$ cat src/rtl/iosd_pkg.sv
package iosd_pkg;
    typedef enum logic [2:0] {
        K_IO_RD  = 3'd0,
        K_IO_WR  = 3'd1,
        K_DS_RD  = 3'd2,
        K_DS_WR  = 3'd3,
        K_BSET   = 3'd4,
        K_BCLR   = 3'd5,
        K_BTST   = 3'd6,
        K_BAD    = 3'd7
    } kind_t;

    typedef enum logic [1:0] {
        S_IDLE   = 2'd0,
        S_DECODE = 2'd1,
        S_EXEC   = 2'd2,
        S_RESP   = 2'd3
    } state_t;

    function automatic logic kind_writes(kind_t k);
        return (k == K_IO_WR) || (k == K_DS_WR) || (k == K_BSET) || (k == K_BCLR);
    endfunction

    function automatic logic kind_is_bit(kind_t k);
        return (k == K_BSET) || (k == K_BCLR) || (k == K_BTST);
    endfunction
endpackage

$ cat src/rtl/iosd_addr_map.sv
module iosd_addr_map
    import iosd_pkg::*;
#(
    parameter int AW      = 8,
    parameter int IO_AW   = 6,
    parameter int BIT_AW  = 5,
    parameter int RSVD_LO = 224
) (
    input  logic          clk,
    input  logic          rst_n,
    input  logic          chk_en,
    input  kind_t         kind,
    input  logic [AW-1:0] addr,
    output logic [AW-1:0] daddr,
    output logic          err
);
    localparam int IO_SPAN  = 1 << IO_AW;
    localparam int BIT_SPAN = 1 << BIT_AW;
    localparam int IO_OFF   = BIT_SPAN;

    logic in_win;

    always_comb begin
        daddr  = addr;
        in_win = 1'b0;
        unique case (kind)
            K_IO_RD, K_IO_WR: begin
                in_win = int'(addr) < IO_SPAN;
                daddr  = addr + AW'(IO_OFF);
            end
            K_DS_RD, K_DS_WR: begin
                in_win = int'(addr) >= IO_OFF;
            end
            K_BSET, K_BCLR, K_BTST: begin
                in_win = int'(addr) < BIT_SPAN;
                daddr  = addr + AW'(IO_OFF);
            end
            default: in_win = 1'b0;
        endcase
        err = !in_win || (kind_writes(kind) && int'(daddr) >= RSVD_LO);
    end

    // accepted bit operations land inside the bit window of the space
    p_bit_window_r5: assert property (@(posedge clk) disable iff (!rst_n)
        (chk_en && kind_is_bit(kind) && !err) |->
            (int'(daddr) >= IO_OFF && int'(daddr) < IO_OFF + BIT_SPAN));

    // accepted I/O accesses land inside the I/O image
    p_io_window_r3: assert property (@(posedge clk) disable iff (!rst_n)
        (chk_en && (kind == K_IO_RD || kind == K_IO_WR) && !err) |->
            (int'(daddr) >= IO_OFF && int'(daddr) < IO_OFF + IO_SPAN));

    // accepted data accesses never reach below the I/O image
    p_ds_floor_r4: assert property (@(posedge clk) disable iff (!rst_n)
        (chk_en && (kind == K_DS_RD || kind == K_DS_WR) && !err) |->
            int'(daddr) >= IO_OFF);
endmodule

$ cat src/rtl/iosd_regfile.sv
module iosd_regfile #(
    parameter int          AW        = 8,
    parameter int          DW        = 8,
    parameter int          RSVD_LO   = 224,
    parameter int          FLAG_LO   = 54,
    parameter int          FLAG_CNT  = 2,
    parameter logic [DW-1:0] FLAG_MASK = 8'h0F
) (
    input  logic                   clk,
    input  logic                   rst_n,
    input  logic                   wr_en,
    input  logic [AW-1:0]          wr_addr,
    input  logic [DW-1:0]          wr_data,
    input  logic [FLAG_CNT*DW-1:0] evt_set,
    input  logic [AW-1:0]          rd_addr,
    output logic [DW-1:0]          rd_data,
    output logic [DW-1:0]          rd_w1c,
    output logic [DW-1:0]          rd_rsvd
);
    localparam int DEPTH = 1 << AW;
    localparam logic [DW-1:0] TOP_BIT = DW'(1) << (DW - 1);

    logic [DW-1:0] word [DEPTH];

    for (genvar i = 0; i < DEPTH; i++) begin : g_ent
        localparam bit IS_FLAG = (i >= FLAG_LO) && (i < FLAG_LO + FLAG_CNT);
        localparam logic [DW-1:0] RSV = ((i % 8) == 7) ? TOP_BIT : '0;
        logic [DW-1:0] q;
        logic [DW-1:0] ev;
        if (IS_FLAG) begin : g_flag
            assign ev = evt_set[(i - FLAG_LO)*DW +: DW] & FLAG_MASK & ~RSV;
        end else begin : g_plain
            assign ev = '0;
        end
        always_ff @(posedge clk or negedge rst_n) begin
            if (!rst_n)
                q <= '0;
            else if (wr_en && int'(wr_addr) == i)
                q <= (wr_data & ~RSV) | ev;
            else
                q <= q | ev;
        end
        assign word[i] = q;
    end

    always_comb begin
        rd_data = word[rd_addr];
        rd_rsvd = (rd_addr[2:0] == 3'b111) ? TOP_BIT : '0;
        rd_w1c  = '0;
        if (int'(rd_addr) >= FLAG_LO && int'(rd_addr) < FLAG_LO + FLAG_CNT)
            rd_w1c = FLAG_MASK & ~rd_rsvd;
    end

    // nothing is ever stored into the reserved address range
    p_no_rsvd_write_r9: assert property (@(posedge clk) disable iff (!rst_n)
        wr_en |-> int'(wr_addr) < RSVD_LO);

    // the merge logic never presents a one on a reserved bit
    p_rsvd_bit_zero_r10: assert property (@(posedge clk) disable iff (!rst_n)
        (wr_en && wr_addr[2:0] == 3'b111) |-> !wr_data[DW-1]);
endmodule

$ cat src/rtl/iosd_top.sv
module iosd_top
    import iosd_pkg::*;
#(
    parameter int AW       = 8,
    parameter int DW       = 8,
    parameter int IO_AW    = 6,
    parameter int BIT_AW   = 5,
    parameter int RSVD_LO  = 224,
    parameter int FLAG_LO  = 54,
    parameter int FLAG_CNT = 2,
    parameter logic [7:0] FLAG_MASK = 8'h0F,
    localparam int BW = $clog2(DW)
) (
    input  logic                   clk,
    input  logic                   rst_n,
    input  logic                   req_valid,
    output logic                   req_ready,
    input  logic [2:0]             req_kind,
    input  logic [AW-1:0]          req_addr,
    input  logic [BW-1:0]          req_bit,
    input  logic [DW-1:0]          req_wdata,
    input  logic [FLAG_CNT*DW-1:0] evt_set,
    output logic                   rsp_valid,
    output logic [DW-1:0]          rsp_rdata,
    output logic                   rsp_bit,
    output logic                   rsp_err
);
    state_t        state;
    kind_t         kind_q;
    logic [AW-1:0] addr_q, daddr_q, map_daddr;
    logic [BW-1:0] bit_q;
    logic [DW-1:0] wdata_q, rdata_q;
    logic          err_q, bitv_q, map_err;
    logic          wr_en;
    logic [DW-1:0] old_v, w1c_m, rsv_m, new_v, sel;

    iosd_addr_map #(.AW(AW), .IO_AW(IO_AW), .BIT_AW(BIT_AW), .RSVD_LO(RSVD_LO)) u_map (
        .clk(clk), .rst_n(rst_n), .chk_en(state == S_DECODE),
        .kind(kind_q), .addr(addr_q), .daddr(map_daddr), .err(map_err)
    );

    iosd_regfile #(.AW(AW), .DW(DW), .RSVD_LO(RSVD_LO), .FLAG_LO(FLAG_LO),
                   .FLAG_CNT(FLAG_CNT), .FLAG_MASK(FLAG_MASK)) u_rf (
        .clk(clk), .rst_n(rst_n), .wr_en(wr_en), .wr_addr(daddr_q),
        .wr_data(new_v), .evt_set(evt_set), .rd_addr(daddr_q),
        .rd_data(old_v), .rd_w1c(w1c_m), .rd_rsvd(rsv_m)
    );

    // merge of the stored byte with the request
    always_comb begin
        sel   = DW'(1) << bit_q;
        new_v = old_v;
        unique case (kind_q)
            K_IO_WR, K_DS_WR: new_v = (req_w_plain(wdata_q, w1c_m)) | (old_v & w1c_m & ~wdata_q);
            K_BSET:           new_v = (old_v | (sel & ~w1c_m)) & ~(sel & w1c_m);
            K_BCLR:           new_v = old_v & ~(sel & ~w1c_m);
            default:          new_v = old_v;
        endcase
        new_v = new_v & ~rsv_m;
    end

    function automatic logic [DW-1:0] req_w_plain(logic [DW-1:0] d, logic [DW-1:0] m);
        return d & ~m;
    endfunction

    // state register and captured data
    always_ff @(posedge clk or negedge rst_n) begin
        if (!rst_n) begin
            state   <= S_IDLE;
            kind_q  <= K_IO_RD;
            addr_q  <= '0;
            bit_q   <= '0;
            wdata_q <= '0;
            daddr_q <= '0;
            err_q   <= 1'b0;
            rdata_q <= '0;
            bitv_q  <= 1'b0;
        end else begin
            unique case (state)
                S_IDLE: if (req_valid) begin
                    kind_q  <= kind_t'(req_kind);
                    addr_q  <= req_addr;
                    bit_q   <= req_bit;
                    wdata_q <= req_wdata;
                    state   <= S_DECODE;
                end
                S_DECODE: begin
                    daddr_q <= map_daddr;
                    err_q   <= map_err;
                    state   <= S_EXEC;
                end
                S_EXEC: begin
                    rdata_q <= err_q ? '0 : (old_v & ~rsv_m);
                    bitv_q  <= err_q ? 1'b0 : old_v[bit_q];
                    state   <= S_RESP;
                end
                S_RESP: state <= S_IDLE;
                default: state <= S_IDLE;
            endcase
        end
    end

    // outputs per state
    always_comb begin
        req_ready = 1'b0;
        rsp_valid = 1'b0;
        wr_en     = 1'b0;
        unique case (state)
            S_IDLE:   req_ready = 1'b1;
            S_DECODE: ;
            S_EXEC:   wr_en = !err_q && kind_writes(kind_q);
            S_RESP:   rsp_valid = 1'b1;
            default:  ;
        endcase
    end

    assign rsp_rdata = rdata_q;
    assign rsp_bit   = bitv_q;
    assign rsp_err   = err_q;

    // response is a single-cycle pulse
    p_rsp_pulse_r11: assert property (@(posedge clk) disable iff (!rst_n)
        rsp_valid |=> !rsp_valid);

    // acceptance drops ready on the next cycle
    p_busy_after_accept_r11: assert property (@(posedge clk) disable iff (!rst_n)
        (req_valid && req_ready) |=> !req_ready);

    // response arrives at the third edge after acceptance
    p_rsp_latency_r11: assert property (@(posedge clk) disable iff (!rst_n)
        (req_valid && req_ready) |-> ##3 rsp_valid);

    // a refused request never reports data
    p_err_zero_data_r3: assert property (@(posedge clk) disable iff (!rst_n)
        (rsp_valid && rsp_err) |-> (rsp_rdata == '0 && !rsp_bit));
endmodule

$ cat config.mk
export PLATFORM = sky130hd
export DESIGN_NAME = iosd_top
export DESIGN_NICKNAME = d
export VERILOG_FILES = /design/src/rtl/iosd_pkg.sv /design/src/rtl/iosd_addr_map.sv /design/src/rtl/iosd_regfile.sv /design/src/rtl/iosd_top.sv
export SDC_FILE = /design/constraint.sdc
export NUM_CORES = 2
export LEC_CHECK = 0
export ABC_AREA = 0
export BUFFER_PORTS_ARGS = -buffer_cell sky130_fd_sc_hd__buf_4
export CORE_UTILIZATION = 45
export DETAILED_ROUTE_END_ITERATION = 6
export GPL_ROUTABILITY_DRIVEN = 1
export SETUP_SLACK_MARGIN = 0.02
export SLEW_MARGIN = 20
export SYNTH_ARGS = -nofsm -noshare
export SYNTH_HDL_FRONTEND = slang
export SYNTH_HIERARCHICAL = 1
export SYNTH_SLANG_ARGS = --single-unit
$ cat constraint.sdc
create_clock -name clk -period 4.4 [get_ports clk]
set_input_delay 0.44 -clock clk [delete_from_list [all_inputs] [get_ports clk]]
set_output_delay 0.44 -clock clk [all_outputs]
set_load 0.01 [all_outputs]
Word-level counts from Yosys, hierarchy flattened
Index checks and enable logic that the tools add are counted.
W data, S select, Z words.
- bits in registers: 2059
- output and inout port bits: 12
- input port bits: 41
- logic and storage cells: 855
- bitwise logic cells: 21
- shift-type cells: 1
- add/sub/neg operators: 1
- reduce and logical (&&, ||, !) cells: 274
- magnitude comparators: 8
- equality and inequality tests: 266
- mux-type cells: 19
- operators by type and width (cell ; count):
    $eq A8 B8 Y1 const B ; 128
    $eq A8 B7 Y1 const B ; 64
    $logic_and A1 B1 Y1 ; 259
    $eq A8 B6 Y1 const B ; 32
    $eq A8 B5 Y1 const B ; 16
    $and A8 B8 Y8 ; 9
    $bmux W8 S8 ; 1
    $eq A8 B4 Y1 const B ; 8
    $mux W8 ; 7
    $not A8 Y8 ; 5
    $eq A8 B3 Y1 const B ; 4
    $or A8 B4 Y8 ; 3
    $pmux W8 S3 ; 1
    $eq A8 B2 Y1 const B ; 2
    $ge A8 B6 Y1 const B ; 2
    $lt A8 B6 Y1 const B ; 2
    $or A8 B8 Y8 ; 2
    $eq A3 B3 Y1 const B ; 4
    $ge A9 B9 Y1 const B ; 1
    $not A8 Y9 ; 1
    $add A8 B6 Y8 const B ; 1
    $eq A8 B1 Y1 const B ; 1
    $ge A8 B8 Y1 const B ; 1
    $logic_not A8 Y1 ; 1
    other kinds (23) ; 35

Longest topological paths before layout
- depth in word-level cells: 12
- depth in mapped cells: 20
- gate-level depth less buffers: 12

Modules after synthesis
The synthesis kept the hierarchy.
- modules (own cells, without submodules) (module ; instances ; seq. area each (um2) ; cells an instance ; area each (um2)):
    iosd_regfile ; 1 ; 50448.4 ; 6290 ; 92894.1
    iosd_top ; 1 ; 1051.0 ; 173 ; 2085.8
    iosd_addr_map ; 1 ; 0.0 ; 27 ; 188.9

Worst setup path before layout
No wires, ideal clock.
- path kind: reg2reg
- start point: reg daddr_q[0]
- end point: reg u_rf.g_ent[129].q[3]
- data required time: 4.335 ns
- period minus slack after synthesis: 3.569 ns
- path slack: 0.831 ns
- cell stages (with the launch flop): 19
- path buffers: 8
- data arrival time: 3.504 ns
- setup time: 0.065 ns
- cell sequence: dfrtp_1 -> buf_6 -> buf_12 -> buf_6 -> buf_6 -> buf_6 -> mux2i_1 -> a221oi_1 -> a22oi_1 -> nand2_1 -> o22ai_1 -> a311o_1 -> o2bb2ai_1 -> nand2b_1 -> o21ai_1 -> clkbuf_1 -> clkbuf_1 -> clkbuf_1 -> mux2_2
- cells in the longest elaborated chain, start to end: 9
- ends and longest elaborated chain (what ; line ; text):
    start: declaration ; iosd_top.sv:30 ; logic [AW-1:0] addr_q, daddr_q, map_daddr;
    start signal: assignment ; iosd_top.sv:88 ; daddr_q <= map_daddr;
    $not A8 Y9 (not written as such) (*) ; iosd_regfile.sv:47 ; rd_data = word[rd_addr];
    $bmux W8 S8 (*) ; iosd_regfile.sv:47 ;
    $mux W8 (not written as such) (*) (2 in series) ; iosd_regfile.sv:47 ;
    named net old_v[3] ; iosd_top.sv:35 ; logic [DW-1:0] old_v, w1c_m, rsv_m, new_v, sel;
    $and A8 B8 Y8 (2 in series) ; iosd_top.sv:54 ; K_IO_WR, K_DS_WR: new_v = (req_w_plain(wdata_q, w1c_m)) | (old_v & w1c_m & ~wdata_q);
    $or A8 B8 Y8 ; iosd_top.sv:54 ;
    $pmux W8 S3 (*) ; iosd_top.sv:53 ; unique case (kind_q)
    $and A8 B8 Y8 (*) ; iosd_top.sv:59 ; new_v = new_v & ~rsv_m;
    named net new_v[3] ; iosd_top.sv:35 ;
    end signal: assignment ; iosd_regfile.sv:39 ; q <= (wr_data & ~RSV) | ev;
    end signal: assignment ; iosd_regfile.sv:41 ; q <= q | ev;
    end: declaration ; iosd_regfile.sv:28 ; logic [DW-1:0] q;
The timed path passes the listed nets; every way through them passes the cells marked *. The select of a mux whose other input is x is not followed.
A chain may end at the register's enable or synchronous reset.

Worst setup path after layout
- start point: reg daddr_q[0]
- end point: reg u_rf.g_ent[42].q[5]
- cells in the longest elaborated chain, start to end: 9
- ends and longest elaborated chain (what ; line):
    $not A8 Y9 (not written as such) (*) ; iosd_regfile.sv:47
    $bmux W8 S8 (*) ; iosd_regfile.sv:47
    $mux W8 (not written as such) (*) (2 in series) ; iosd_regfile.sv:47
    named net old_v[5] ; iosd_top.sv:35
    $and A8 B8 Y8 (2 in series) ; iosd_top.sv:54
    $or A8 B8 Y8 ; iosd_top.sv:54
    $pmux W8 S3 (*) ; iosd_top.sv:53
    $and A8 B8 Y8 (*) ; iosd_top.sv:59
    named net new_v[5] ; iosd_top.sv:35
    end signal: assignment ; iosd_regfile.sv:39
    end signal: assignment ; iosd_regfile.sv:41
    end: declaration ; iosd_regfile.sv:28
Marked as above.

==> flow_summary.ini <==
[synth]
synth_ff_type = dfrtp_1
synthArstFlopShare_pct = 100
seq_area_frac_synth_pct = 54.1
synth-edff-count = 0
synth.avg_cell_area_sq_um = 14.7
synth_seq_cells = 2058
ys_types = 73
ys_warn_count = 6
syn_inst = 6490
syn_area_sq_um = 95200

[critical_path]
cp-start-kind = flip-flop
critPathMaxFanout = 88
worstReg2RegStart = daddr_q[0]
reg2reg_to = u_rf/g_ent[42].q[5]
crit_type = flip-flop to flip-flop
critPathArrivalTime_ns = 5.18
rrSetupSlack_ns = -0.05
crit_buf_inv = 6
r2r_cells = 14
crit_top_cell = buf_4
worstSetupEndpointType = flip-flop
cp.required_ns = 5.13
critPathMaxStageDelay_ns = 0.62
crit_path_cell_trace = buf_12, buf_12, buf_4, buf_4, mux4_2, mux4_2, nor2_1, o32ai_1, buf_4, a211o_2, nand2b_1, o21ai_4, buf_16, mux2_4
cp_slowest_cell = mux4_2
cp_top_family = multiplexers

[die]
die_y_um = 462
die_area_sq_um = 213000
start_util_pct = 45.4
coreArea_sq_um = 210000
io_pins = 53
chipWidth_um = 462
placementRows = 168

[sta]
rsz0062_at_grt = yes
finalSetupViolCount = 53
post-route-worst-setup-slack_ns = -0.0530
period_minus_slack_ns = 4.45
finalCritPeriodShare_pct = 101
hold_slack_ns = 0.225
relSlewSlack_pct = 31.8
hold_viol_final = 0
clock_skew_ns = 0.0410
finalMaxSlewViolations = 0
worstMarginPinSlew_ns = 1.02
max_freq_mhz = 225

[outcome]
status = complete, but fails checks
violations = setup timing

[pwr]
power.total_mw = 74.5
power_density_nw_per_um2 = 669
peakVddDrop_uv = 945
p_leak_nw = 48.8

[final_layout]
final_area_sq_um = 111000
area_growth_pct = 17.0
final_common_cell = mux2_2
final_cell_mix = mux2_2, dfrtp_1, buf_4
nets = 6921
finish.utilization_pct = 53.1
nFillCells = 17400
drive_gt1_share_pct = 49.4

[clocking]
clk_pin_slew_ns = 0.06
cts_sinks = 2058
clockBufferDepth = 3
cts-buffers-inserted = 218
cts_root_buf = clkbuf_16
clk_latency_ns = 0.88
h-tree-depth = 4
cts_tree = done

[drt]
drt_iter0_drc = 5028
routed_wl_mm = 289
drt_first_pass_iters = 6
remaining_drc_errors = 0
antenna_left = 0
via_per_inst = 6.04
vias = 59600
routedWlPerCell_um = 29.3

[global_routing]
antenna_found_initial = 8
grt_max_degree = 140
grt_pass1_wl_mm = 424
grt_pass1_vias = 61700
gr-usage-all-layers_pct = 27.0
overflow = 0

[place]
post-dp-hpwl_mm = 191
gp_congestion = 0.868
port_buffers = 44
postPlaceCellArea_sq_um = 103000

[flow_run]
cap_violations = 0

[hold_path]
hp-class = input port to async pin
[area by class of cell]
class                           instances  area [sq um]  area share (%)
Clock buffer                          336          6590            5.92
Inverter                               17          67.6          0.0607
Timing Repair Buffer                  668          7210            6.47
Sequential cell                      2058         51500            46.3
Multi-Input combinational cell       3911         41600            37.3
Antenna cell                            4          10.0         0.00899
Clock inverter                         67           878           0.789
Tap cell                             2805          3510            3.15
[Yosys cell counts, types with 4 or more instances]
cell       number  area, sq um
nand3_1        94          470
a221o_1        14          140
or4_1           9         67.6
a31oi_1        19          119
a22oi_1       114          856
o2111ai_1       7         61.3
o221ai_1        9         78.8
nor2_1        113          424
o22ai_1         6         37.5
nor3b_1         4         30.0
a22o_1          7         61.3
a21oi_1        68          340
nor3_1          9         45.0
mux4_2        331         7450
clkbuf_1      361         1360
a211oi_1        5         37.5
inv_1          14         52.6
o2bb2ai_1      18          158
o41ai_1         5         43.8
a221oi_1      128         1120
a32o_1          4         40.0
nor4_1          6         37.5
nor2b_1        11         68.8
buf_2          47          235
or3_1           4         25.0
buf_6          64          721
a211o_1        10         87.6
a311oi_1        5         43.8
o211ai_1       11         82.6
ha_1            6         75.1
mux2i_1       359         3590
mux2_2       2064        23200
nand2_1       287         1080
buf_4          36          270
o21ai_1         6         30.0
and3_1          6         37.5
nand2b_1       20          125
dfrtp_1      2058        51500
or2_2           4         25.0
o21ai_0        98          490
[where the power goes]
part / switching (mW) / internal [mW]
Sequential: 0.936 / 20.4
Clock: 7.80 / 11.2
Combinational: 21.0 / 13.1
[stage by stage]
step           TNS, ns  setup slack, ns  std cells
2_1_floorplan        0            0.831       6500
3_3_place_gp   -124.72           -0.263       9396
3_5_place_dp   -120.24           -0.263       9396
4_1_cts         -11.63           -0.108       9831
5_1_grt        -0.0689          -0.0128       9864
6_report         -1.43          -0.0530       9866
[how the worst max path moves through the flow]
stage	from	to	slack [ns]	cells past startpoint
global route	daddr_q[0]	u_rf/g_ent[136].q[4]	-0.01	18
detailed placement	daddr_q[0]	u_rf/g_ent[101].q[7]	-0.26	12
finish	daddr_q[0]	u_rf/g_ent[42].q[5]	-0.05	14
global placement	daddr_q[0]	u_rf/g_ent[194].q[6]	-0.26	15
floorplan	daddr_q[0]	u_rf/g_ent[129].q[3]	0.83	18
CTS	daddr_q[0]	u_rf/g_ent[234].q[6]	-0.11	17
[sequential cells by signal, indices dropped and copies added, names as in the netlist]
| signal | flops |
|---|---|
| u_rf/g_ent.q | 2016 |
| rsp_rdata | 8 |
| state | 2 |
| kind_q | 3 |
| daddr_q | 8 |
| wdata_q | 8 |
| addr_q | 8 |
| rsp_err | 1 |
| bit_q | 3 |
| rsp_bit | 1 |
[kinds of logic (layout without fill, tap and decap cells)]
logic type	Yosys count	in the layout	share of synthesized area (%)
other	1	15	0.00394
and+or+nand+nor	579	579	2.66
buffers and inverters	531	1088	2.83
AOI/OAI and AO/OA	559	559	4.26
DFF	2058	2058	54.1
muxes	2754	2754	36.0
adders and majority gates	6	6	0.0789
xor gates and xnor gates	2	2	0.0184
[per-layer routing]
| layer | share of wire (%) | GRT usage [%] |
|---|---|---|
| met4 | 3.9 | 10.1 |
| met3 | 6.4 | 4.64 |
| met5 | 0 | 0 |
| met2 | 46 | 42.1 |
| met1 | 44 | 37.8 |
[what timing repair did]
action                      CTS  global route
hold endpoints to repair    111             0
buffers inserted              0            18
pin swaps                     1            11
hold buffers                 32             0
gates resized for setup      21            71
gates cloned                  0            13
setup endpoints to repair  1366          1468
Note: power is estimated with default switching activity, not from simulation.
